File: config.mk
export PLATFORM = sky130hd
export DESIGN_NAME = modcnt_timer
export DESIGN_NICKNAME = d
export VERILOG_FILES = /design/src/rtl/mct_pkg.sv /design/src/rtl/mct_regif.sv /design/src/rtl/mct_ctrl.sv /design/src/rtl/mct_prescale.sv /design/src/rtl/mct_counter.sv /design/src/rtl/modcnt_timer.sv
export SDC_FILE = /design/constraint.sdc
export NUM_CORES = 1
export LEC_CHECK = 0
export BUFFER_PORTS_ARGS = -buffer_cell sky130_fd_sc_hd__buf_4
export CAP_MARGIN = 20
export CORE_ASPECT_RATIO = 0.6
export CORE_MARGIN = 2
export CORE_UTILIZATION = 48
export CTS_BUF_LIST = sky130_fd_sc_hd__clkbuf_16
export DETAILED_ROUTE_END_ITERATION = 10
export PLACE_DENSITY = 0.75
export SLEW_MARGIN = 10
export SYNTH_ARGS = -nofsm -noshare
export SYNTH_HDL_FRONTEND = slang
export SYNTH_HIERARCHICAL = 1
export SYNTH_SLANG_ARGS = --single-unit
export TNS_END_PERCENT = 10
File: constraint.sdc
create_clock -name clk -period 3.1 [get_ports clk]
set_input_delay 0.155 -clock clk [delete_from_list [all_inputs] [get_ports clk]]
set_output_delay 0.155 -clock clk [all_outputs]
set_load 0.05 [all_outputs]
File: src/rtl/mct_pkg.sv
package mct_pkg;

    // Register offsets; software decodes these, so they are fixed.
    localparam logic [7:0] OFS_CTRL   = 8'h00;
    localparam logic [7:0] OFS_COUNT  = 8'h04;
    localparam logic [7:0] OFS_MODULO = 8'h08;
    localparam logic [7:0] OFS_INIT   = 8'h4C;

    // Control field positions
    localparam int unsigned B_FLAG = 7;
    localparam int unsigned B_IEN  = 6;
    localparam int unsigned PS_W   = 3;

    // Counter clock-selection state machine
    typedef enum logic [1:0] {
        SRC_OFF   = 2'd0,
        SRC_SYS   = 2'd1,
        SRC_RSV_A = 2'd2,
        SRC_RSV_B = 2'd3
    } src_e;

    typedef struct packed {
        logic            flag;
        logic            ien;
        src_e            src;
        logic [PS_W-1:0] ps;
    } ctrl_t;

endpackage

File: src/rtl/mct_regif.sv
module mct_regif
    import mct_pkg::*;
#(
    parameter int unsigned DATA_W = 32,
    parameter int unsigned ADDR_W = 8,
    parameter int unsigned CNT_W  = 16
) (
    input  logic              be,
    input  logic              sel,
    input  logic              wr,
    input  logic [ADDR_W-1:0] addr,
    input  logic [DATA_W-1:0] wdata,
    output logic [DATA_W-1:0] rdata,
    output logic              wr_ctrl,
    output logic              wr_count,
    output logic              wr_mod,
    output logic              wr_init,
    output logic [DATA_W-1:0] wdata_le,
    input  ctrl_t             ctrl,
    input  logic [CNT_W-1:0]  cnt,
    input  logic [CNT_W-1:0]  mod_act,
    input  logic [CNT_W-1:0]  init_act
);
    localparam int unsigned NBYTES = DATA_W / 8;

    logic [DATA_W-1:0] wdata_sw;
    logic [DATA_W-1:0] rd_le;
    logic [DATA_W-1:0] rd_sw;
    logic              wstb;

    // Byte reversal in both directions
    for (genvar b = 0; b < NBYTES; b++) begin : g_swap
        assign wdata_sw[b*8 +: 8] = wdata[(NBYTES-1-b)*8 +: 8];
        assign rd_sw[b*8 +: 8]    = rd_le[(NBYTES-1-b)*8 +: 8];
    end

    assign wdata_le = be ? wdata_sw : wdata;
    assign rdata    = be ? rd_sw : rd_le;

    assign wstb     = sel && wr;
    assign wr_ctrl  = wstb && (addr == ADDR_W'(OFS_CTRL));
    assign wr_count = wstb && (addr == ADDR_W'(OFS_COUNT));
    assign wr_mod   = wstb && (addr == ADDR_W'(OFS_MODULO));
    assign wr_init  = wstb && (addr == ADDR_W'(OFS_INIT));

    always_comb begin
        rd_le = '0;
        case (addr)
            ADDR_W'(OFS_CTRL):   rd_le = DATA_W'({ctrl.flag, ctrl.ien, 1'b0, ctrl.src, ctrl.ps});
            ADDR_W'(OFS_COUNT):  rd_le = DATA_W'(cnt);
            ADDR_W'(OFS_MODULO): rd_le = DATA_W'(mod_act);
            ADDR_W'(OFS_INIT):   rd_le = DATA_W'(init_act);
            default:             rd_le = '0;
        endcase
    end

endmodule

File: src/rtl/mct_ctrl.sv
module mct_ctrl
    import mct_pkg::*;
(
    input  logic       clk,
    input  logic       rst_n,
    input  logic       wr_ctrl,
    input  logic [7:0] wdata_lo,
    input  logic       flag_set,
    output ctrl_t      ctrl,
    output logic       run,
    output logic       load_en,
    output logic       irq
);
    src_e            src_q, src_nx;
    logic [PS_W-1:0] ps_q;
    logic            ien_q;
    logic            flag_q;

    // Next-state: a control write moves to the state written in bits 4:3
    always_comb begin
        src_nx = src_q;
        if (wr_ctrl) begin
            unique case (wdata_lo[4:3])
                2'd0: src_nx = SRC_OFF;
                2'd1: src_nx = SRC_SYS;
                2'd2: src_nx = SRC_RSV_A;
                2'd3: src_nx = SRC_RSV_B;
            endcase
        end
    end

    // State register
    always_ff @(posedge clk or negedge rst_n) begin
        if (!rst_n) src_q <= SRC_OFF;
        else        src_q <= src_nx;
    end

    // Outputs of the state machine
    always_comb begin
        unique case (src_q)
            SRC_OFF: begin
                run     = 1'b0;
                load_en = 1'b1;
            end
            SRC_SYS: begin
                run     = 1'b1;
                load_en = 1'b0;
            end
            SRC_RSV_A, SRC_RSV_B: begin
                run     = 1'b0;
                load_en = 1'b0;
            end
        endcase
    end

    always_ff @(posedge clk or negedge rst_n) begin
        if (!rst_n) begin
            ps_q  <= '0;
            ien_q <= 1'b0;
        end else if (wr_ctrl) begin
            ps_q  <= wdata_lo[PS_W-1:0];
            ien_q <= wdata_lo[B_IEN];
        end
    end

    // Hardware set wins over a software clear; writing 1 does nothing
    always_ff @(posedge clk or negedge rst_n) begin
        if (!rst_n)                             flag_q <= 1'b0;
        else if (flag_set)                      flag_q <= 1'b1;
        else if (wr_ctrl && !wdata_lo[B_FLAG])  flag_q <= 1'b0;
    end

    always_comb begin
        ctrl.flag = flag_q;
        ctrl.ien  = ien_q;
        ctrl.src  = src_q;
        ctrl.ps   = ps_q;
    end

    assign irq = flag_q && ien_q;

    AST_FLAG_STICKY: assert property (@(posedge clk) disable iff (!rst_n)
        flag_q && !(wr_ctrl && !wdata_lo[B_FLAG]) |=> flag_q);
    AST_FLAG_HW_ONLY: assert property (@(posedge clk) disable iff (!rst_n)
        !flag_q && !flag_set |=> !flag_q);
    AST_IRQ_RISE_CAUSE: assert property (@(posedge clk) disable iff (!rst_n)
        $rose(irq) |-> $past(flag_set) || $past(wr_ctrl));

endmodule

File: src/rtl/mct_prescale.sv
module mct_prescale #(
    parameter int unsigned PS_W = 3
) (
    input  logic            clk,
    input  logic            rst_n,
    input  logic            run,
    input  logic [PS_W-1:0] ps,
    output logic            tick
);
    localparam int unsigned DIV_W = (1 << PS_W) - 1;

    logic [DIV_W-1:0] div_q;
    logic [DIV_W-1:0] lim;

    assign lim  = DIV_W'((1 << ps) - 1);
    // >= keeps the divider bounded when PS is lowered mid-period
    assign tick = run && (div_q >= lim);

    always_ff @(posedge clk or negedge rst_n) begin
        if (!rst_n)            div_q <= '0;
        else if (!run || tick) div_q <= '0;
        else                   div_q <= div_q + DIV_W'(1);
    end

    AST_DIV_RESTART: assert property (@(posedge clk) disable iff (!rst_n)
        !run |=> div_q == '0);
    AST_TICK_SPACING: assert property (@(posedge clk) disable iff (!rst_n)
        (tick && ps != '0) ##1 $stable(ps) |-> !tick);

endmodule

File: src/rtl/mct_counter.sv
module mct_counter #(
    parameter int unsigned CNT_W = 16
) (
    input  logic             clk,
    input  logic             rst_n,
    input  logic             tick,
    input  logic             load_en,
    input  logic             wr_count,
    input  logic             wr_mod,
    input  logic             wr_init,
    input  logic [CNT_W-1:0] wval,
    output logic [CNT_W-1:0] cnt,
    output logic [CNT_W-1:0] mod_act,
    output logic [CNT_W-1:0] init_act,
    output logic             wrap
);
    logic [CNT_W-1:0] cnt_q;
    logic [CNT_W-1:0] mod_buf, init_buf;
    logic [CNT_W-1:0] mod_q, init_q;

    // Shadow buffers take every write
    always_ff @(posedge clk or negedge rst_n) begin
        if (!rst_n) begin
            mod_buf  <= '0;
            init_buf <= '0;
        end else begin
            if (wr_mod)  mod_buf  <= wval;
            if (wr_init) init_buf <= wval;
        end
    end

    // Active copies follow the buffers only while the counter is off
    always_ff @(posedge clk or negedge rst_n) begin
        if (!rst_n) begin
            mod_q  <= '0;
            init_q <= '0;
        end else if (load_en) begin
            mod_q  <= mod_buf;
            init_q <= init_buf;
        end
    end

    assign wrap = tick && (cnt_q == mod_q) && !wr_count;

    always_ff @(posedge clk or negedge rst_n) begin
        if (!rst_n)        cnt_q <= '0;
        else if (wr_count) cnt_q <= init_q;
        else if (wrap)     cnt_q <= init_q;
        else if (tick)     cnt_q <= cnt_q + CNT_W'(1);
    end

    assign cnt      = cnt_q;
    assign mod_act  = mod_q;
    assign init_act = init_q;

    AST_WRAP_RELOAD: assert property (@(posedge clk) disable iff (!rst_n)
        wrap |=> cnt_q == $past(init_q));
    AST_CNT_WRITE_LOAD: assert property (@(posedge clk) disable iff (!rst_n)
        wr_count |=> cnt_q == $past(init_q));
    AST_SHADOW_LOCK: assert property (@(posedge clk) disable iff (!rst_n)
        !load_en |=> $stable(mod_q) && $stable(init_q));
    AST_HOLD_NO_TICK: assert property (@(posedge clk) disable iff (!rst_n)
        !tick && !wr_count |=> $stable(cnt_q));

endmodule

File: src/rtl/modcnt_timer.sv
module modcnt_timer
    import mct_pkg::*;
#(
    parameter int unsigned DATA_W = 32,
    parameter int unsigned ADDR_W = 8,
    parameter int unsigned CNT_W  = 16
) (
    input  logic              clk,
    input  logic              rst_n,
    input  logic              big_endian,
    input  logic              bus_sel,
    input  logic              bus_wr,
    input  logic [ADDR_W-1:0] bus_addr,
    input  logic [DATA_W-1:0] bus_wdata,
    output logic [DATA_W-1:0] bus_rdata,
    output logic              irq
);
    logic              wr_ctrl, wr_count, wr_mod, wr_init;
    logic [DATA_W-1:0] wdata_le;
    ctrl_t             ctrl;
    logic              run, load_en, tick, wrap;
    logic [CNT_W-1:0]  cnt, mod_act, init_act;
    logic              unused_hi;

    assign unused_hi = ^wdata_le[DATA_W-1:CNT_W];

    mct_regif #(.DATA_W(DATA_W), .ADDR_W(ADDR_W), .CNT_W(CNT_W)) u_regif (
        .be       (big_endian),
        .sel      (bus_sel),
        .wr       (bus_wr),
        .addr     (bus_addr),
        .wdata    (bus_wdata),
        .rdata    (bus_rdata),
        .wr_ctrl  (wr_ctrl),
        .wr_count (wr_count),
        .wr_mod   (wr_mod),
        .wr_init  (wr_init),
        .wdata_le (wdata_le),
        .ctrl     (ctrl),
        .cnt      (cnt),
        .mod_act  (mod_act),
        .init_act (init_act)
    );

    mct_ctrl u_ctrl (
        .clk      (clk),
        .rst_n    (rst_n),
        .wr_ctrl  (wr_ctrl),
        .wdata_lo (wdata_le[7:0]),
        .flag_set (wrap),
        .ctrl     (ctrl),
        .run      (run),
        .load_en  (load_en),
        .irq      (irq)
    );

    mct_prescale #(.PS_W(PS_W)) u_pre (
        .clk   (clk),
        .rst_n (rst_n),
        .run   (run),
        .ps    (ctrl.ps),
        .tick  (tick)
    );

    mct_counter #(.CNT_W(CNT_W)) u_cnt (
        .clk      (clk),
        .rst_n    (rst_n),
        .tick     (tick),
        .load_en  (load_en),
        .wr_count (wr_count),
        .wr_mod   (wr_mod),
        .wr_init  (wr_init),
        .wval     (wdata_le[CNT_W-1:0]),
        .cnt      (cnt),
        .mod_act  (mod_act),
        .init_act (init_act),
        .wrap     (wrap)
    );

endmodule

==> qor.txt, run 1 <==
Setup violators final -> 0
Antenna diode count -> 0
Max-Cap Viols -> 0
CORE AREA -> 11300 um2
Worst-path maximum fanout -> 14
Die span in x -> 142 um
Startpoint types -> flip-flop
GRT Util Overall -> 24.9%
# rows -> 30
Final core occ -> 58.1%
Depth of the worst hold-timing path -> 3
Setup WS post-layout -> 299 ps
Inserted Clock Buffers -> 9
Warnings, synthesis -> 6
Syn Std Cell Area -> 5520 um2
Relative slew slack -> 39.0%
Overflow after GRT -> 0
Final hold viol count -> 0
Clock skew -> 8.84 ps
Syn Area/Cell -> 10.8 um2
Worst skew pair latency -> 350 ps
Worst path required time -> 3340 ps
DIE AREA -> 12400 um2
Io pins -> 78
Reg clk slew, reported paths -> 70 ps
Hold Path Class -> in -> reg
Vias per cell -> 6.21
CTS Sinks -> 94
Cell Chain, Critical Path -> or3_1, ha_1, nor2b_1, o21ai_1, a41oi_1, nor2b_1, nand2_1, inv_1, a21oi_2, buf_4, mux2i_1, nor2_1
Area added between synthesis and finish -> 18.5%
Lkg Pwr -> 3.06 nW
Wire length per cell -> 20.2 um
Fmax -> 357 MHz
NumNets Final -> 628
Slowest Stage Delay on Critical Path -> 460 ps
Initial Util -> 49.0%
DR vias -> 4483
Status -> complete, no violations
First-pass GRT wire length -> 23500 um
Initial DRC Count -> 594
Height of the die -> 87.0 um
Post-route DRC violation count -> 0
Root buffer cell -> clkbuf_16
CP Capture Type -> flip-flop
Worst Tran Pin Value -> 915 ps
Post-Syn Instances -> 510
Htree depth -> 3
Initial antenna violation count -> 0
I/O Buffers -> 77
Deepest clock path buffer count -> 2
Layout cells sized above 1 -> 35.6%
Synth Net Count -> 564
Antenna-violating nets left -> 0
R2R cell count -> 12
GPL Wtd Cong -> 0.897
Setup TNS -> 0 ps
Vias in the first global route -> 4384
CP Class -> reg -> reg
Worst Path Arrival -> 3040 ps
Dpl hpwl -> 10500 um
Final WL -> 14600 um
TritonRoute pass-1 iters -> 7
Areal power density over the cells -> 434 nW/um2
RSZ-0062 raised after global routing -> false
Slowest CP cell -> dfrtp_1
TritonCTS clock tree -> yes
Largest net degree at the start of global routing -> 74
R2R setup slack -> 300 ps
Post-CTS setup repair buffer count -> 0
Most common cell on crit path -> nor2b_1
Max VDD drop -> 0.000295 V
Final Cycle Share -> 90.3%
Setup WS pre-CTS -> 354 ps
Final min period -> 2800 ps
Count of pins over their slew limit -> 0
==> state kept, by name, indices dropped and copies added, names as in the netlist, 2 cells and up <==
name and count:
u_cnt/init_buf 16, u_cnt/mod_buf 16, u_cnt/cnt 16, u_cnt/init_act 16, u_ctrl/src_q 2, u_cnt/mod_act 16
u_ctrl/ps_q 3, u_pre/div_q 7
==> through the flow <==
stage               hold WS (ps)  power [mW]  area (um2)  std cells
finish                       181        2.84        6540        722
floorplan                   -141        1.51        5520        510
detailed placement           349        1.65        6210        706
CTS                          173        2.85        6540        722
global route                 192        2.94        6540        722
global placement             341        1.64        6210        706
==> power breakdown <==
group / switching [mW] / internal, mW / leakage, nW
Clock: 0.494 / 0.708 / 0.149
Combinational: 0.157 / 0.145 / 1.66
Sequential: 0.0651 / 1.27 / 1.25
==> metal layers <==
| metal | GRT usage [%] | vias to the layer above | part of all wire [%] |
|---|---|---|---|
| met5 | 0 | - | 0 |
| met1 | 35.3 | 2213 | 45 |
| li1 | - | 2005 | - |
| met3 | 8.96 | 30 | 10 |
| met4 | 7.20 | 0 | 1.6 |
| met2 | 36.1 | 235 | 43 |
==> repair_timing <==
item,in CTS,in global routing
hold buffers,1,0
resized for setup,0,0
endpoints found under the hold margin,71,0
==> final cells by class <==
type	instances	area, um2
multi-input cells	368	2970
fillers	934	4720
inverters	10	37.5
clock buffers	9	225
clock inverters	6	92.6
flip-flops and latches	94	2350
repair buffers	91	686
well taps	144	180
==> final timing paths <==
| kind | from | end |
|---|---|---|
| worst max-delay path | u_ctrl/ps_q[1] | u_cnt/cnt[8] |
| worst min-delay path | bus_wdata[19] | u_cnt/mod_buf[11] |
| worst max register to register | u_ctrl/ps_q[1] | u_cnt/cnt[8] |
| worst min register to register | u_cnt/init_buf[14] | u_cnt/init_act[14] |
| max in group asynchronous | rst_n | u_cnt/mod_act[10] |
| min in group asynchronous | rst_n | u_cnt/init_buf[3] |
==> critical path, delay by kind of cell, from the launching register on <==
| kind | cells | cell delay (ps) |
|---|---|---|
| flops | 1 | 460 |
| simple gates | 5 | 750 |
| mux | 1 | 230 |
| buf+inv | 2 | 360 |
| compound gates | 3 | 610 |
| fa+ha+maj | 1 | 280 |
==> cell usage in the layout (no fill, tap or decap), types with 3 or more instances in the layout <==
master / count
and3_1: 4
mux2i_1: 12
clkbuf_16: 9
a21oi_1: 24
xor2_1: 11
and4_1: 3
a31oi_1: 3
mux2_2: 79
o21ai_0: 4
ha_1: 9
nor2_1: 33
nor3_1: 18
o22ai_1: 4
inv_1: 9
nor2b_1: 6
nand4_1: 7
and3b_1: 18
mux2_4: 6
dfrtp_1: 94
nand3_1: 24
a221o_1: 14
buf_4: 90
nand2_1: 14
a21boi_1: 9
o211ai_1: 11
xnor2_1: 16
Power figures use the tool's default switching activity.
==> run 2, diff against run 1 <==
--- a/config.mk
+++ b/config.mk
@@ -5,6 +5,7 @@
 export SDC_FILE = /design/constraint.sdc
 export NUM_CORES = 1
 export LEC_CHECK = 0
+export ABC_AREA = 1
 export BUFFER_PORTS_ARGS = -buffer_cell sky130_fd_sc_hd__buf_4
 export CAP_MARGIN = 20
 export CORE_ASPECT_RATIO = 0.6
==> run 2 against run 1 <==
  * Final cell count rose by 44%
  * Die area increased by 10%
  * Wire length grew 9.8%
  * Combinational power decreased by 40%
  * Synthesized cell count up 59%
  * Maximum frequency decreased by 1.3%
  * Design area rose by 7.9%
  * Clock skew down 2.1 ps
  * Synthesized area is 11% higher
==> qor.txt, run 2 <==
Status -> complete, no violations
Setup TNS -> 0 ps
# rows -> 31
Slowest CP cell -> dfrtp_1
DR vias -> 5531
Hold Path End -> u_cnt/mod_buf[8]
Switching Share -> 24.5%
DIE AREA -> 13700 um2
Combinational share of power -> 7.0%
Relative slew slack -> 38.1%
Final hold viol count -> 0
Reg clk slew, reported paths -> 70 ps
Clock skew -> 6.78 ps
Footprint of the multi-input gates -> 3060 um2
Lkg Pwr -> 3.82 nW
Initial Util -> 50.0%
Inserted Clock Buffers -> 9
Layout cells sized above 1 -> 26.3%
Vias in the first global route -> 5020
Startpoint types -> flip-flop
Slowest Stage Delay on Critical Path -> 470 ps
Psw -> 631 uW
TritonCTS clock tree -> yes
Buf/Inv on CP -> 2
Area added between synthesis and finish -> 15.5%
Areal power density over the cells -> 365 nW/um2
Most common cell on crit path -> nand2_1
Fillcell total -> 1111
CP top delay family -> simple AND/OR/NAND/NOR gates
RSZ-0062 raised after global routing -> false
NumNets Final -> 927
Overflow after GRT -> 0
Dpl hpwl -> 11800 um
GRT Util Overall -> 24.8%
Reg-to-reg startpoint -> u_ctrl/ps_q[2]
CORE AREA -> 12200 um2
Final core occ -> 57.7%
Post-Syn Instances -> 810
TritonRoute pass-1 iters -> 5
R2R setup slack -> 260 ps
Clock power frac -> 44.0%
Sequential cell area -> 2350 um2
GPL Wtd Cong -> 0.971
Reg power frac -> 49.0%
Final WL -> 16000 um
Initial antenna violation count -> 0
Max-Cap Viols -> 0
Setup violators final -> 0
Cell Chain, Critical Path -> nor2_1, nand2_1, ha_1, inv_1, nand2_1, nand2_1, nand2_1, nand2_1, a21boi_0, inv_1, nor2_1, nand3_1, nor2_2, nand2_4, nand2_8, nand2_1, nand3_1, nand2_1
CP Class -> reg -> reg
Post-CTS setup repair buffer count -> 0
Internal -> 1.94 mW
# resized after CTS -> 0
Antenna diode count -> 0
Die span in x -> 150 um
Worst skew pair latency -> 350 ps
Syn Area/Cell -> 7.54 um2
R2R cell count -> 18
Initial DRC Count -> 497
Worst-path maximum fanout -> 17
First-pass GRT wire length -> 26400 um
Syn Std Cell Area -> 6110 um2
Largest net degree at the start of global routing -> 53
Count of pins over their slew limit -> 0
Worst setup startpoint -> u_ctrl/ps_q[2]
Hold Path Class -> in -> reg
Hold Buf Count CTS -> 1
Reg2reg end -> u_cnt/cnt[0]
Worst Hold Launch -> bus_wdata[16]
Fmax -> 352 MHz
I/O Buffers -> 77
Vias per cell -> 5.30
Wire length per cell -> 15.3 um
Warnings, synthesis -> 6
Post-route DRC violation count -> 0
Synth Net Count -> 864
Max VDD drop -> 0.000277 V
Final Cycle Share -> 91.5%
Root buffer cell -> clkbuf_16
Commonest non-fill, non-tap cells in the layout -> 223 x nand2_1, 109 x inv_1, 94 x dfrtp_1
Htree depth -> 3
CTS Sinks -> 94
Depth of the worst hold-timing path -> 5
Worst Path Arrival -> 3070 ps
CP Capture Type -> flip-flop
Io pins -> 78
Antenna-violating nets left -> 0
Deepest clock path buffer count -> 2
Worst Tran Pin Value -> 918 ps
Height of the die -> 91.4 um
Worst path required time -> 3340 ps
Commonest non-fill, non-tap cell in the layout -> nand2_1
Final min period -> 2840 ps
[run 2: power by group through the flow]
stage          sequential [mW]  combinational, mW  clock, mW
3_5_place_dp              1.29              0.180          0
5_1_grt                   1.26              0.203       1.20
2_1_floorplan             1.28             0.0921          0
3_3_place_gp              1.28              0.177          0
4_1_cts                   1.26              0.182       1.14
6_report                  1.26              0.181       1.13
[run 2: final cells by class]
type	count	area share (%)
multi-input cells	556	43.4
repair buffers	89	9.51
clock inverters	7	1.03
clock buffers	9	3.19
flip-flops and latches	94	33.4
inverters	123	6.58
well taps	165	2.93
[run 2: through the flow]
stage | cell area, um2 | instances | power, mW | hold WS, ps | setup WS [ps]
after floorplan | 6110 | 810 | 1.37 | -141 | 799
after global placement | 6750 | 1026 | 1.46 | 234 | 473
after detailed placement | 6750 | 1026 | 1.47 | 232 | 329
after CTS | 7050 | 1043 | 2.58 | 176 | 314
after global routing | 7050 | 1043 | 2.66 | 205 | 45.9
final | 7050 | 1043 | 2.58 | 178 | 263
[run 2: per-layer routing]
layer / global-route usage, % / wire length (um) / share of wire (%)
met4: 5.16 / 189 / 1.2
met5: 0 / 0 / 0
met2: 33.0 / 6280 / 39
met1: 39.4 / 7960 / 50
met3: 6.73 / 1580 / 9.9
[run 2: worst max path at each step]
stage | endpoint | depth (start not counted)
CTS | u_cnt/cnt[0] | 18
global placement | u_cnt/cnt[0] | 18
floorplan | u_cnt/cnt[10] | 19
finish | u_cnt/cnt[0] | 18
detailed placement | u_cnt/cnt[1] | 18
global route | u_cnt/cnt[1] | 18
[run 2: worst register-to-register path: stages (launching register included)]
cell	delay, ps
dfrtp_1	470
nor2_1	180
nand2_1	80
ha_1	280
inv_1	40
nand2_1	50
nand2_1	50
nand2_1	70
nand2_1	80
a21boi_0	330
inv_1	80
nor2_1	110
nand3_1	90
nor2_2	150
nand2_4	200
nand2_8	230
nand2_1	80
nand3_1	80
nand2_1	70
==> run 3, diff against run 2 <==
--- a/config.mk
+++ b/config.mk
@@ -13,10 +13,9 @@
 export CORE_UTILIZATION = 48
 export CTS_BUF_LIST = sky130_fd_sc_hd__clkbuf_16
 export DETAILED_ROUTE_END_ITERATION = 10
-export PLACE_DENSITY = 0.75
+export PLACE_DENSITY = 0.76
 export SLEW_MARGIN = 10
 export SYNTH_ARGS = -nofsm -noshare
 export SYNTH_HDL_FRONTEND = slang
-export SYNTH_HIERARCHICAL = 1
 export SYNTH_SLANG_ARGS = --single-unit
 export TNS_END_PERCENT = 10
==> run 3 against run 2 <==
  * Wire length fell by 5.5%
  * Global-route usage increased by 1.3 points
  * Register-to-register slack barely moved
  * Utilization is 0.47 points higher
  * Clock power is essentially flat
  * Synthesized cell count fell by 6.0%
  * Sequential power barely moved
  * Design area fell by 6.8%
  * Sequential share of layout area rose by 2.4 points
  * Clock-buffer cell count unchanged
  * Largest cell class unchanged
  * Die area is 8.7% lower
==> qor.txt, run 3 <==
Post-Layout Cell Count -> 996
Commonest non-fill, non-tap cells in the layout -> 253 x nand2_1, 94 x dfrtp_1, 91 x inv_1
Startpoint types -> flip-flop
Fmax -> 352 MHz
WHS -> 79.0 ps
CP Capture Type -> flip-flop
Relative slew slack -> 32.0%
Count of pins over their slew limit -> 0
Largest net degree at the start of global routing -> 58
Dpl hpwl -> 11100 um
Deepest clock path buffer count -> 2
GPL Wtd Cong -> 0.944
Worst skew pair latency -> 360 ps
GRT Util Overall -> 26.1%
Commonest non-fill, non-tap cell in the layout -> nand2_1
Vias in the first global route -> 4789
Top cells by area, synth -> dfrtp_1 42%, nand2_1 17%, inv_1 6.2%, nor2_1 5.2%, nand3_1 4.8%
FFs w/ async S/R, synth -> 100%
Syn Area/Cell -> 7.30 um2
Htree depth -> 3
Post-synth top area share -> 42.4%
Slowest Stage Delay on Critical Path -> 440 ps
Max-Cap Viols -> 0
Dpl cells -> 978
Syn Std Cell Area -> 5550 um2
Design Area, Final -> 6580 um2
Layout cells sized above 1 -> 15.9%
Buf/Inv on CP -> 1
Setup violators final -> 0
First-pass GRT wire length -> 25000 um
Die span in x -> 143 um
Areal power density over the cells -> 423 nW/um2
Synth Net Count -> 816
Post-route DRC violation count -> 0
Seq/Total Area, Yosys -> 42.4%
NumNets Final -> 886
Worst Path Arrival -> 3080 ps
Final Cycle Share -> 91.5%
Initial antenna violation count -> 0
I/O Buffers -> 77
CTS Sinks -> 94
Cell Chain, Critical Path -> nor2_1, nand2_1, ha_1, o21ai_0, o21ai_0, o211ai_1, ha_1, a21o_1, nor2_1, nand2_1, nand2_1, nand2_2, buf_4, nand3_1, nand2_1
Status -> complete, no violations
TritonRoute pass-1 iters -> 6
Most numerous cell in the Yosys netlist -> nand2_1
Most common cell on crit path -> nand2_1
Post-Syn Instances -> 761
Final hold viol count -> 0
Antenna diode count -> 0
Final min period -> 2840 ps
Clock skew -> 11.8 ps
Final WL -> 15100 um
Io pins -> 78
RSZ-0062 raised after global routing -> false
Root buffer cell -> clkbuf_16
Hold Path Class -> in -> reg
Antenna-violating nets left -> 0
Setup TNS -> 0 ps
Overflow after GRT -> 0
Warnings, synthesis -> 0
Area leader, netlist -> dfrtp_1
#FFs+latches synth -> 94
Vias per cell -> 5.23
CORE AREA -> 11300 um2
Reg clk slew, reported paths -> 80 ps
Worst-path maximum fanout -> 11
CP Class -> reg -> reg
Top post-synthesis cells by count -> 253 x nand2_1, 94 x dfrtp_1, 91 x inv_1, 77 x nor2_1, 53 x nand3_1
Post-DP Area -> 6240 um2
Max VDD drop -> 0.000294 V
Area added between synthesis and finish -> 18.4%
DR vias -> 5207
# rows -> 30
Initial Util -> 49.2%
Wire length per cell -> 15.2 um
Synth Flop Type -> dfrtp_1
Cell variety after synth -> 37
Lkg Pwr -> 3.51 nW
DIE AREA -> 12500 um2
Post-synth EDFFs -> 0
Slowest CP cell -> dfrtp_1
Height of the die -> 87.3 um
Worst Tran Pin Value -> 1020 ps
CP top delay family -> simple AND/OR/NAND/NOR gates
TritonCTS clock tree -> yes
Inserted Clock Buffers -> 9
Initial DRC Count -> 468
Worst path required time -> 3340 ps
## run 3: worst paths after layout
kind | depth (start not counted) | startpoint | endpoint | slack (ps)
max | 15 | u_ctrl.ps_q[1] | u_cnt.cnt[9] | 260
min | 3 | bus_wdata[19] | u_cnt.mod_buf[11] | 80
max reg2reg | 15 | u_ctrl.ps_q[1] | u_cnt.cnt[9] | 260
min reg2reg | 2 | u_cnt.init_buf[6] | u_cnt.init_act[6] | 480
max in group asynchronous | 3 | rst_n | u_cnt.cnt[9] | 1910
min in group asynchronous | 2 | rst_n | u_cnt.mod_buf[5] | 400
## run 3: tightest hold or removal path: cells and delay by family
kind / cells / cell delay [ps]
AO/OA/AOI/OAI: 1 / 80
buffers and inverters: 1 / 110
AND/OR/NAND/NOR: 1 / 70
## run 3: repair_timing
action / CTS / global route
hold endpoints to repair: 55 / 0
gates resized for setup: 0 / 3
buffers inserted: 0 / 1
endpoints found under the setup margin: 0 / 16
hold buffers: 1 / 0
## run 3: kinds of logic (layout without fill, tap and decap cells)
family	count (synthesis)	in the layout	synth area share [%]
AOI/OAI and AO/OA	96	96	10.7
xor gates and xnor gates	18	18	2.84
adders and majority gates	10	10	2.25
buffers and inverters	128	203	9.44
DFF	94	94	42.4
muxes	7	7	1.42
and+or+nand+nor	408	408	31.0
## run 3: report_power, final
part	internal [mW]	total [mW]	switching, mW	leakage, nW
Clock	0.573	1.12	0.549	0.148
Sequential	1.26	1.29	0.0356	1.19
Combinational	0.146	0.365	0.219	2.17
## run 3: final cells by class
| cell class | count | area, um2 |
|---|---|---|
| fillers | 1070 | 4720 |
| multi-input cells | 539 | 2690 |
| repair buffers | 85 | 653 |
| clock buffers | 9 | 225 |
| well taps | 160 | 200 |
| clock inverters | 7 | 73.8 |
| flip-flops and latches | 94 | 2350 |
| inverters | 102 | 385 |
## run 3: routing by layer
layer  GRT usage (%)  wire (um)  vias to the layer above
li1                -          -                     2556
met1            42.1       7730                     2382
met2            34.7       5710                      250
met3            5.77       1480                       19
met4            6.48        207                        0
met5               0          0                        -
## run 3: stage by stage
step | utilization, % | setup slack, ps | power [mW]
finish | 58.2 | 263 | 2.78
detailed placement | 55.3 | 179 | 1.67
CTS | 58.0 | 146 | 2.79
global placement | 55.3 | 346 | 1.67
global route | 58.2 | 39.2 | 2.90
floorplan | - | 618 | 1.54
